$ cat config.mk
export PLATFORM = sky130hd
export DESIGN_NAME = sboot_loader
export DESIGN_NICKNAME = d
export VERILOG_FILES = /design/src/rtl/sboot_pkg.sv /design/src/rtl/sboot_mode_latch.sv /design/src/rtl/sboot_spi_rx.sv /design/src/rtl/sboot_seq.sv /design/src/rtl/sboot_loader.sv
export SDC_FILE = /design/constraint.sdc
export NUM_CORES = 1
export LEC_CHECK = 0
export BUFFER_PORTS_ARGS = -buffer_cell sky130_fd_sc_hd__buf_2
export CAP_MARGIN = 20
export CORE_MARGIN = 2
export CORE_UTILIZATION = 51
export DETAILED_ROUTE_END_ITERATION = 7
export MAX_ROUTING_LAYER = met4
export PLACE_DENSITY_LB_ADDON = 0.12
export SKIP_CTS_REPAIR_TIMING = 1
export SYNTH_ARGS = -nofsm -noshare
export SYNTH_HDL_FRONTEND = slang
export SYNTH_SLANG_ARGS = --single-unit
$ cat constraint.sdc
create_clock -name clk -period 6.6 [get_ports clk]
set_input_delay 1.32 -clock clk [delete_from_list [all_inputs] [get_ports clk]]
set_output_delay 1.32 -clock clk [all_outputs]
set_load 0.02 [all_outputs]
$ cat src/rtl/sboot_pkg.sv
package sboot_pkg;

  typedef enum logic [1:0] {
    PATH_LOAD,
    PATH_ROM,
    PATH_FAULT
  } boot_path_t;

  typedef enum logic [2:0] {
    ST_CHECK,
    ST_COUNT,
    ST_ADDR,
    ST_DATA,
    ST_WRITE,
    ST_GO,
    ST_DONE,
    ST_FAULT
  } seq_state_t;

  localparam logic [3:0] MODE_SERIAL_LOAD = 4'b0000;
  localparam logic [3:0] MODE_ROM_JUMP    = 4'b0010;

endpackage

$ cat src/rtl/sboot_mode_latch.sv
module sboot_mode_latch
  import sboot_pkg::*;
#(
  parameter int MODE_W = 4
) (
  input  logic              clk,
  input  logic              rst_n,
  input  logic [MODE_W-1:0] mode_pins,
  output boot_path_t        path
);

  logic [MODE_W-1:0] mode_q;

  // Keep following the pins while reset is low; hold the value afterwards
  always_ff @(posedge clk) begin
    if (!rst_n) mode_q <= mode_pins;
  end

  always_comb begin
    if (mode_q == MODE_W'(MODE_SERIAL_LOAD))   path = PATH_LOAD;
    else if (mode_q == MODE_W'(MODE_ROM_JUMP)) path = PATH_ROM;
    else                                       path = PATH_FAULT;
  end

  AST_MODE_HELD: assert property (@(posedge clk) disable iff (!rst_n)
    $past(rst_n) |-> $stable(mode_q));

endmodule

$ cat src/rtl/sboot_spi_rx.sv
module sboot_spi_rx #(
  parameter int WORD_W = 24,
  parameter int SYNC_N = 2
) (
  input  logic              clk,
  input  logic              rst_n,
  input  logic              spi_sck,
  input  logic              spi_mosi,
  input  logic              spi_ss_n,
  output logic              word_valid,
  output logic [WORD_W-1:0] word
);

  localparam int CNT_W = $clog2(WORD_W);
  localparam logic [CNT_W-1:0] LAST_BIT = CNT_W'(WORD_W - 1);

  logic [SYNC_N:0]   sck_sy;
  logic [SYNC_N-1:0] mosi_sy;
  logic [SYNC_N-1:0] ssn_sy;
  logic              sck_rise, mosi_b, ssn_b;
  logic [WORD_W-1:0] shreg;
  logic [CNT_W-1:0]  bit_cnt;

  always_ff @(posedge clk) begin
    if (!rst_n) begin
      sck_sy  <= '0;
      mosi_sy <= '0;
      ssn_sy  <= '1;
    end else begin
      sck_sy  <= {sck_sy[SYNC_N-1:0], spi_sck};
      mosi_sy <= {mosi_sy[SYNC_N-2:0], spi_mosi};
      ssn_sy  <= {ssn_sy[SYNC_N-2:0], spi_ss_n};
    end
  end

  assign sck_rise = sck_sy[SYNC_N-1] & ~sck_sy[SYNC_N];
  assign mosi_b   = mosi_sy[SYNC_N-1];
  assign ssn_b    = ssn_sy[SYNC_N-1];

  always_ff @(posedge clk) begin
    if (!rst_n) begin
      shreg      <= '0;
      bit_cnt    <= '0;
      word_valid <= 1'b0;
      word       <= '0;
    end else begin
      word_valid <= 1'b0;
      if (ssn_b) begin
        bit_cnt <= '0;
      end else if (sck_rise) begin
        shreg <= {shreg[WORD_W-2:0], mosi_b};
        if (bit_cnt == LAST_BIT) begin
          bit_cnt    <= '0;
          word_valid <= 1'b1;
          word       <= {shreg[WORD_W-2:0], mosi_b};
        end else begin
          bit_cnt <= bit_cnt + 1'b1;
        end
      end
    end
  end

  AST_BITCNT_CLEAR: assert property (@(posedge clk) disable iff (!rst_n)
    ssn_b |=> (bit_cnt == '0));

  AST_WORD_PULSE: assert property (@(posedge clk) disable iff (!rst_n)
    word_valid |=> !word_valid);

endmodule

$ cat src/rtl/sboot_seq.sv
module sboot_seq
  import sboot_pkg::*;
#(
  parameter int          WORD_W   = 24,
  parameter int          ADDR_W   = 24,
  parameter logic [23:0] ROM_BASE = 24'h00F000,
  parameter logic [23:0] BOOT_VEC = 24'hFFFFFE
) (
  input  logic              clk,
  input  logic              rst_n,
  input  boot_path_t        path,
  input  logic              word_valid,
  input  logic [WORD_W-1:0] word,
  input  logic              wr_ready,
  output logic              wr_valid,
  output logic [ADDR_W-1:0] wr_addr,
  output logic [WORD_W-1:0] wr_data,
  output logic              go,
  output logic [ADDR_W-1:0] start_addr,
  output logic              boot_err
);

  seq_state_t        state;
  logic [WORD_W-1:0] remain;
  logic [ADDR_W-1:0] load_addr;

  always_ff @(posedge clk) begin
    if (!rst_n) begin
      state      <= ST_CHECK;
      remain     <= '0;
      load_addr  <= '0;
      wr_addr    <= '0;
      wr_data    <= '0;
      start_addr <= ADDR_W'(BOOT_VEC);
    end else begin
      unique case (state)
        ST_CHECK: begin
          if (path == PATH_LOAD) begin
            state <= ST_COUNT;
          end else if (path == PATH_ROM) begin
            start_addr <= ADDR_W'(ROM_BASE);
            state      <= ST_GO;
          end else begin
            state <= ST_FAULT;
          end
        end
        ST_COUNT: if (word_valid) begin
          remain <= word;
          state  <= ST_ADDR;
        end
        ST_ADDR: if (word_valid) begin
          load_addr <= word[ADDR_W-1:0];
          wr_addr   <= word[ADDR_W-1:0];
          if (remain == '0) begin
            start_addr <= word[ADDR_W-1:0];
            state      <= ST_GO;
          end else begin
            state <= ST_DATA;
          end
        end
        ST_DATA: if (word_valid) begin
          wr_data <= word;
          state   <= ST_WRITE;
        end
        ST_WRITE: if (wr_ready) begin
          wr_addr <= wr_addr + 1'b1;
          remain  <= remain - 1'b1;
          if (remain == WORD_W'(1)) begin
            start_addr <= load_addr;
            state      <= ST_GO;
          end else begin
            state <= ST_DATA;
          end
        end
        ST_GO:    state <= ST_DONE;
        ST_DONE:  state <= ST_DONE;
        ST_FAULT: state <= ST_FAULT;
        default:  state <= ST_FAULT;
      endcase
    end
  end

  assign wr_valid = (state == ST_WRITE);
  assign go       = (state == ST_GO);
  assign boot_err = (state == ST_FAULT);

  AST_GO_PULSE: assert property (@(posedge clk) disable iff (!rst_n)
    go |=> !go);

  AST_FAULT_QUIET: assert property (@(posedge clk) disable iff (!rst_n)
    boot_err |=> boot_err && !go && !wr_valid);

  AST_WR_HOLD: assert property (@(posedge clk) disable iff (!rst_n)
    (wr_valid && !wr_ready) |=> wr_valid && $stable(wr_addr) && $stable(wr_data));

  AST_DONE_SILENT: assert property (@(posedge clk) disable iff (!rst_n)
    (state == ST_DONE) |=> !wr_valid && !go && $stable(start_addr));

  AST_ADDR_STEP: assert property (@(posedge clk) disable iff (!rst_n)
    (wr_valid && wr_ready && state == ST_WRITE) |=> wr_addr == $past(wr_addr) + 1'b1);

endmodule

$ cat src/rtl/sboot_loader.sv
module sboot_loader
  import sboot_pkg::*;
#(
  parameter int          MODE_W   = 4,
  parameter int          WORD_W   = 24,
  parameter int          ADDR_W   = 24,
  parameter logic [23:0] ROM_BASE = 24'h00F000,
  parameter logic [23:0] BOOT_VEC = 24'hFFFFFE
) (
  input  logic              clk,
  input  logic              rst_n,
  input  logic [MODE_W-1:0] mode_pins,
  input  logic              spi_sck,
  input  logic              spi_mosi,
  input  logic              spi_ss_n,
  output logic              wr_valid,
  input  logic              wr_ready,
  output logic [ADDR_W-1:0] wr_addr,
  output logic [WORD_W-1:0] wr_data,
  output logic              go,
  output logic [ADDR_W-1:0] start_addr,
  output logic              boot_err
);

  boot_path_t        path;
  logic              rx_valid;
  logic [WORD_W-1:0] rx_word;

  sboot_mode_latch #(.MODE_W(MODE_W)) u_mode (
    .clk       (clk),
    .rst_n     (rst_n),
    .mode_pins (mode_pins),
    .path      (path)
  );

  sboot_spi_rx #(.WORD_W(WORD_W)) u_rx (
    .clk        (clk),
    .rst_n      (rst_n),
    .spi_sck    (spi_sck),
    .spi_mosi   (spi_mosi),
    .spi_ss_n   (spi_ss_n),
    .word_valid (rx_valid),
    .word       (rx_word)
  );

  sboot_seq #(
    .WORD_W   (WORD_W),
    .ADDR_W   (ADDR_W),
    .ROM_BASE (ROM_BASE),
    .BOOT_VEC (BOOT_VEC)
  ) u_seq (
    .clk        (clk),
    .rst_n      (rst_n),
    .path       (path),
    .word_valid (rx_valid),
    .word       (rx_word),
    .wr_ready   (wr_ready),
    .wr_valid   (wr_valid),
    .wr_addr    (wr_addr),
    .wr_data    (wr_data),
    .go         (go),
    .start_addr (start_addr),
    .boot_err   (boot_err)
  );

  AST_ERR_GO_EXCL: assert property (@(posedge clk) disable iff (!rst_n)
    !(go && boot_err));

endmodule

# --- Yosys cells after proc, flatten, opt, wreduce, memory -nomap -nowiden ---
# Index checks and enable logic that the tools add are counted.
word_totals:
  regBits: 187
  inputBits: 10
  out_inout_bits: 75
  wordCells: 84
op_classes:
  add_sub_neg: 3
  n_eq_ne: 19
  muxes: 25
  n_bitwise: 5
  reduce_logical: 18
op_table:
  columns: ["op", "n"]
  rows:
  - ["2-to-1 mux 24 bit", 9]
  - ["one-hot mux 24 bit (2 select lines)", 2]
  - ["one-hot mux 24 bit (3 select lines)", 1]
  - ["adder 24 x 1 -> 24 bit, second input constant", 1]
  - ["== test 24 x 1 -> 1 bit, second input constant", 1]
  - ["logical NOT 24 bit", 1]
  - ["subtractor 24 x 1 -> 24 bit, second input constant", 1]
  - ["2-to-1 mux 3 bit", 7]
  - ["one-hot mux 3 bit (7 select lines)", 1]
  - ["== test 3 bit, second input constant", 4]
  - ["AND reduction 3 bit", 3]
  - ["inequality test 2 x 1 -> 1 bit, second input constant", 4]
  - ["inequality test 2 bit, second input constant", 4]
  - ["AND reduction 7 bit", 1]
  - ["== test 3 x 2 -> 1 bit, second input constant", 2]
  - ["2-to-1 mux 2 bit", 3]
  - ["AND reduction 2 bit", 3]
  - ["adder 5 x 1 -> 5 bit, second input constant", 1]
  - ["== test 5 bit, second input constant", 1]
  - ["2-to-1 mux 5 bit", 1]
  - ["== test 4 x 2 -> 1 bit, second input constant", 1]
  - ["logical NOT 4 bit", 1]
  - ["NOT 1 bit", 4]
  - ["AND reduction 4 bit", 1]
  - ["other kinds (10)", 12]

# --- Depth between registers and ports, before layout ---
# Gate-level depths: netlist (run 1).
logic_depth:
  depth_word: 7
  mapped_depth: 10
  ltp_nobuf: 7

# --- Hierarchy ---
# From an unflattened synthesis (run 1), not the netlist that was laid out.
hier_totals:
  hier_cells: 1050
  area_unflattened_um2: 8669.6
modules_own_cells:
  columns: ["mod", "instances", "cells_per_inst", "area_each_um2", "seq_area_each_um2"]
  rows:
  - ["sboot_seq", 1, 793, 6233.5, 2462.4]
  - ["sboot_spi_rx", 1, 250, 2297.2, 1201.2]
  - ["sboot_mode_latch", 1, 7, 138.9, 120.1]

# --- Worst setup path after synthesis (run 1) ---
# No wires, ideal clock.
synth_path:
  kind: "register to output"
  start: "reg u_seq.state[0]"
  end: "out wr_valid"
  arrival_time_ps: 1636
  required_ps: 5280
  setup_slack_ps: 3644
  stages_incl_launch_ff: 7
  path_buffers: 4
  path_cell_list: "dfxtp_1 > clkbuf_1 > or3b_1 > buf_2 > inv_2 > buf_2 > buf_1"
synth_between:
  elab_chain_len: 1
synth_lines:
  columns: ["item", "line", "rtl"]
  rows:
  - ["start: declaration", "sboot_seq.sv:23", "seq_state_t state;"]
  - ["start signal: assignment", "sboot_seq.sv:29", "state <= ST_CHECK;"]
  - ["start signal: assignment", "sboot_seq.sv:39", "state <= ST_COUNT;"]
  - ["start signal: assignment", "sboot_seq.sv:42", "state <= ST_GO;"]
  - ["== test 3 bit", "sboot_seq.sv:83", "assign wr_valid = (state == ST_WRITE);"]
  - ["end: declaration", "sboot_loader.sv:16", "output logic wr_valid,"]
# No other way between the ends.

# --- Worst setup path after layout (run 1) ---
layout_path:
  start: "reg u_seq.state[2]"
  end: "out wr_valid"
# The elaborated chain is that of the path after synthesis.

==> metrics, run 1 <==
status=finished, final reports clean; Post-synth EDFFs=4; synthesized flop and latch total=187; Horiz. Die Dim=131 µm; post-route cell area=9260 µm²; predominant post-synthesis flop cell=dfxtp_1; Via Count=7,723; Core Area=15,800 µm²; fmax=228 MHz; number of core rows=46; final worst slack=2.22 ns; Yosys warning count=0; Post-Route WL=23,300 µm; number of fill cells=1,465; CTS tree=built; crit-path max FO=64; Initial Util=51.9%; total congestion overflow=0; maxcap violations=0; initial antenna violation count=0; Critical Path Source Type=register; Setup CP Type=register to output port; distinct cell type count after synthesis=66; Routed Antenna Nets=0; Longest Clk Path Bufs=2; Die H=131 µm; clk sinks=187; hpwl dp=14,900 µm; dpl ws=2.53 ns; drt wl/cell=18.0 µm; FFs w/ async S/R, synth=0%; Initial DRC Count=757; H-Tree Depth=4; clock-pin slew on the worst setup and hold paths=0.08 ns; Final setup violation count=0; CTS Buf Count=17; Total Power=2.51 mW; Syn Area/Cell=7.95 µm²; Gate Count Post-Synth=1,033; clk_skew=0.0123 ns; Worst setup EP type=output port; HP Class=register to register; Final nets=1,081; TritonRoute pass-1 iters=5; sequential share of the synthesized area=46.1%; Power Density=271 nW/µm²; Final Slew Violations=0; DRC errors left=0; CP arrival=3.06 ns; layout cells sized above 1=13.7%; IO buf count=84; Final Cycle Share=66.3%; first-pass GRT wire length=36,300 µm; setup_tns=0 ns; worst-margin pin slew=1.15 ns; largest net degree at the start of global routing=93; via/cell ratio=5.96; GRT Total Usage=28.2%; P&R area growth vs syn=12.8%; Syn Nets=1,048; Netlist Area Pre-Place=8210 µm²; Die ar.=17,100 µm²; Clk Latency, worst-skew pair=0.44 ns; vias in the first global route=6,789; RSZ-0062 raised after global routing=no; Root Buffer Master=clkbuf_16; final hold vios=0; Pleak=3.20 nW; area of placed instances=8640 µm²; # diodes=0; number of I/O pins=85; placer congestion estimate=0.896; minimum clock period=4.38 ns; Critical Path RT=5.28 ns; VDD IR-drop max=0.000190 V; Worst slew margin=23.3%
critical path: stages (launching register included):
cell and delay (ns):
dfxtp_1 0.70, or3b_2 0.49, buf_4 0.31, inv_2 0.77, buf_2 0.31
synthesized netlist by cell type, types with 7 or more instances:
cell      instances  area share [%]
a31oi_1          11            0.84
nand2_1         235              11
a21o_1            9            0.82
and2_1            8            0.61
nor4_1           23             1.8
a41oi_1           9            0.96
o21ai_0          34             2.1
a211o_1          19             2.0
buf_2             9            0.55
a21oi_1         151             9.2
a22oi_1          22             2.0
nand4_1          14             1.1
nand3_1          25             1.5
clkbuf_1         63             2.9
o221a_2           7            0.96
nor2_1           63             2.9
inv_1            10            0.46
dfxtp_1         183              45
nor3_1           20             1.2
stage by stage:
stage / hold WS (ns) / util [%] / std cells
after floorplan: 0.386 / - / 1033
after detailed placement: 0.402 / 54.6 / 1262
final: 0.415 / 58.5 / 1295
after global placement: 0.406 / 54.6 / 1262
after global routing: 0.450 / 58.5 / 1295
after CTS: 0.421 / 58.5 / 1294
report_power, final:
group	internal, mW	switching (mW)	leakage (nW)
Clock	0.524	0.513	0.293
Combinational	0.0886	0.195	1.39
Sequential	1.16	0.0325	1.52
Total	1.77	0.740	3.20
path summary, 6_finish.rpt:
path	startpoint	end	slack, ns	cells past startpoint
setup reg to reg	u_seq.state[2]$_SDFFE_PN0P_	u_seq.start_addr[14]$_SDFFE_PN1P_	2.43	6
hold reg to reg	u_rx.ssn_sy[0]$_SDFF_PN1_	u_rx.ssn_sy[1]$_SDFF_PN1_	0.42	1
setup / recovery	u_seq.state[2]$_SDFFE_PN0P_	wr_valid	2.22	4
hold / removal	u_rx.ssn_sy[0]$_SDFF_PN1_	u_rx.ssn_sy[1]$_SDFF_PN1_	0.42	1
cells in the final DEF (no fill, tap or decap), drive strengths merged, types with 5 or more instances in the layout:
cell type / n
or3: 5
a21oi: 151
a31oi: 11
o221a: 7
a41oi: 9
a22oi: 22
buf: 94
ha: 5
nor2: 63
a21o: 9
nand2: 235
nor3b: 6
mux2i: 6
o21ai: 34
a211o: 19
inv: 19
nand4: 15
nand3: 25
nand2b: 6
clkinv: 6
dfxtp: 183
nor4: 25
a221oi: 6
nor3: 21
and2: 11
clkbuf: 19
kinds of logic after synthesis:
kind of cell | synth area share [%]
AOI/OAI and AO/OA | 23.2
xor gates and xnor gates | 0.107
adders and majority gates | 0.762
buffers and inverters | 4.66
DFF | 46.1
muxes | 0.869
and+or+nand+nor | 24.3
layer usage:
layer / global-route usage [%] / wire, µm
met3: 5.09 / 1720
met2: 42.7 / 10500
met4: 9.39 / 565
met5: - / 0
met1: 38.4 / 10500
sequential cells by signal, indices dropped and copies added (netlist names), 3 cells and up:
signal / cells
u_rx.shreg: 23
u_rx.word: 24
u_seq.wr_addr: 24
u_seq.remain: 24
u_seq.load_addr: 24
u_mode.mode_q: 4
u_seq.state: 3
u_seq.wr_data: 24
u_seq.start_addr: 24
u_rx.sck_sy: 3
u_rx.bit_cnt: 5
layout make-up:
class	instances	area (µm²)	area share (%)
clock buffer	18	439	4.74
inverter	12	47.5	0.514
clock inverter	14	171	1.85
tap	216	270	2.92
timing repair buffer	95	500	5.41
sequential	187	3780	40.9
multi-input combinational	753	4050	43.7
(Power assumes the default switching activity.)
==> run 2: changes to the inputs <==
Settings changed: ABC_AREA set to 1.
Clock period 6.6 ns to 4.4 ns, I/O delays scaled along.
==> metrics, run 2 <==
number of I/O pins=85 (unchanged); drt wl/cell=15.2 µm (was 18.0 µm); HP Class=register to register (unchanged); Die H=133 µm (was 131 µm); Core Area=16,400 µm² (was 15,800 µm²); VDD IR-drop max=0.000313 V (was 0.000190 V); largest net degree at the start of global routing=84 (was 93); commonest non-fill, non-tap cell in the layout=nand2_1 (unchanged); synthesized flop and latch total=187 (unchanged); FFs w/ async S/R, synth=0% (unchanged); clk sinks=187 (unchanged); Final Cycle Share=66.3%; dpl ws=1.61 ns (was 2.53 ns); Post-synth EDFFs=4 (unchanged); Final Slew Violations=0 (unchanged); Longest Clk Path Bufs=2 (unchanged); layout cells sized above 1=11.6% (was 13.7%); Total Power=6.00 mW (was 2.51 mW); status=finished, final reports clean (unchanged); placer congestion estimate=0.920 (was 0.896); Cell Chain, Critical Path=inv_2 > nand3_4 > inv_2 > buf_2 (was or3b_2 > buf_4 > inv_2 > buf_2); distinct cell type count after synthesis=38 (was 66); Netlist Area Pre-Place=8500 µm² (was 8210 µm²); Yosys warning count=0 (unchanged); clock-pin slew on the worst setup and hold paths=0.07 ns (was 0.08 ns); most frequent cell after synthesis=nand2_1 (unchanged); top-area cell type share of the netlist area=43.1% (was 44.6%); first-pass GRT wire length=36,900 µm (was 36,300 µm); Power Density=623 nW/µm² (was 271 nW/µm²); most used cell along the critical path=inv_2; final hold vios=0 (unchanged); # diodes=0 (unchanged); IO buf count=84 (unchanged); Critical Path Source Type=register (unchanged); cell taking the most area after synthesis=dfxtp_1 (unchanged); Routed Antenna Nets=0 (unchanged); total congestion overflow=0 (unchanged); maxcap violations=0 (unchanged); clk_skew=0.00829 ns (was 0.0123 ns); max incr delay on CP=0.48 ns (was 0.77 ns); via/cell ratio=5.30 (was 5.96); synth cell count leaders=nand2_1 (227), nor2_1 (189), dfxtp_1 (183) (was nand2_1 (235), dfxtp_1 (183), a21oi_1 (151)); FF+latch area=3780 µm² (unchanged); Final setup violation count=0 (unchanged); Final nets=1,276 (was 1,081); initial antenna violation count=0 (unchanged); fmax=343 MHz; DRC errors left=0 (unchanged); vias in the first global route=7,152 (was 6,789); Critical Path RT=3.52 ns (was 5.28 ns); Horiz. Die Dim=133 µm (was 131 µm); H-Tree Depth=4 (unchanged); final worst slack=1.48 ns (was 2.22 ns); GRT Total Usage=26.8% (was 28.2%); Worst slew margin=43.4% (was 23.3%); Finished Core Util=58.7% (was 58.5%); Initial Util=51.8% (was 51.9%); most frequent cells in the layout=nand2_1 (227), nor2_1 (189), dfxtp_1 (183) (was nand2_1 (235), dfxtp_1 (183), a21oi_1 (151)); Post-Route WL=22,700 µm (was 23,300 µm); CTS Buf Count=17 (unchanged); RSZ-0062 raised after global routing=no (unchanged); minimum clock period=2.92 ns; number of fill cells=1,570 (was 1,465); Via Count=7,913 (was 7,723); crit-path max FO=35 (was 64); Root Buffer Master=clkbuf_16 (unchanged); Syn Nets=1,230 (was 1,048); hpwl dp=15,900 µm (was 14,900 µm); worst-margin pin slew=0.849 ns (was 1.15 ns); Die ar.=17,700 µm² (was 17,100 µm²); Setup CP Type=register to output port (unchanged); Syn Area/Cell=6.99 µm² (was 7.95 µm²); sequential share of the synthesized area=44.5% (was 46.1%); Clk Latency, worst-skew pair=0.43 ns (was 0.44 ns); Initial DRC Count=649 (was 757); TritonRoute pass-1 iters=5 (unchanged); number of core rows=47 (was 46); CP arrival=2.04 ns (was 3.06 ns); P&R area growth vs syn=13.4% (was 12.8%); Worst setup EP type=output port (unchanged); Pleak=4.26 nW (was 3.20 nW); predominant post-synthesis flop cell=dfxtp_1 (unchanged); multi-input logic area=4030 µm² (was 4050 µm²); CTS tree=built (unchanged); Slowest cell on crit path=inv_2 (unchanged); Gate Count Post-Synth=1,215 (was 1,033); largest cells by area after synthesis=dfxtp_1 (43%), nand2_1 (10%), nor2_1 (8.4%) (was dfxtp_1 (45%), nand2_1 (11%), a21oi_1 (9.2%)); setup_tns=0 ns (unchanged)
==> run 2: final timing paths <==
check / startpoint / endpoint / slack (ns) / cells after the start
hold / removal: u_rx.sck_sy[0]$_SDFF_PN0_ / u_rx.sck_sy[1]$_SDFF_PN0_ / 0.41 / 2
setup / recovery: u_seq.state[1]$_SDFFE_PN0P_ / wr_valid / 1.48 / 4
setup reg to reg: u_seq.state[1]$_SDFFE_PN0P_ / u_seq.start_addr[2]$_SDFFE_PN1P_ / 1.56 / 9
hold reg to reg: u_rx.sck_sy[0]$_SDFF_PN0_ / u_rx.sck_sy[1]$_SDFF_PN0_ / 0.41 / 2
==> run 2: area by class of cell <==
| class | count | share of cell area [%] |
|---|---|---|
| clock buffer | 19 | 4.60 |
| clock inverter | 13 | 1.88 |
| inverter | 106 | 4.13 |
| multi-input combinational | 857 | 41.8 |
| sequential | 187 | 39.3 |
| tap | 220 | 2.86 |
| timing repair buffer | 92 | 5.43 |
==> run 2: per-layer routing <==
| layer | routed length, µm | vias up | track usage, % |
|---|---|---|---|
| li1 | - | 4085 | - |
| met1 | 10700 | 3599 | 35.5 |
| met2 | 10600 | 198 | 42.4 |
| met3 | 1150 | 31 | 4.87 |
| met4 | 343 | 0 | 7.11 |
| met5 | 0 | - | - |
==> run 2: worst max-delay path, delay by kind of cell (launching register included) <==
kind,cells,cell delay (ns)
AND/OR/NAND/NOR,1,0.35
flip-flops,1,0.36
buffers and inverters,3,0.89
==> run 2: cell families (layout without fill, tap and decap cells) <==
group	Yosys count	count (layout)	share of synthesized area, %
buf+inv	171	230	8.06
xor+xnor	17	17	1.75
compound gates	270	270	16.4
fa+ha+maj	5	5	0.736
simple gates	565	565	28.5
flops	187	187	44.5
==> run 2: power breakdown <==
part	switching, mW	internal (mW)	total (mW)
clock network	0.697	0.927	1.62
logic	1.57	0.659	2.23
registers	0.220	1.93	2.15
==> run 2: through the flow <==
step	std cells	cell area, µm²	hold slack, ns
global route	1494	9630	0.447
floorplan	1215	8500	0.390
global placement	1460	8950	0.392
CTS	1493	9600	0.416
detailed placement	1461	8980	0.399
finish	1494	9630	0.413
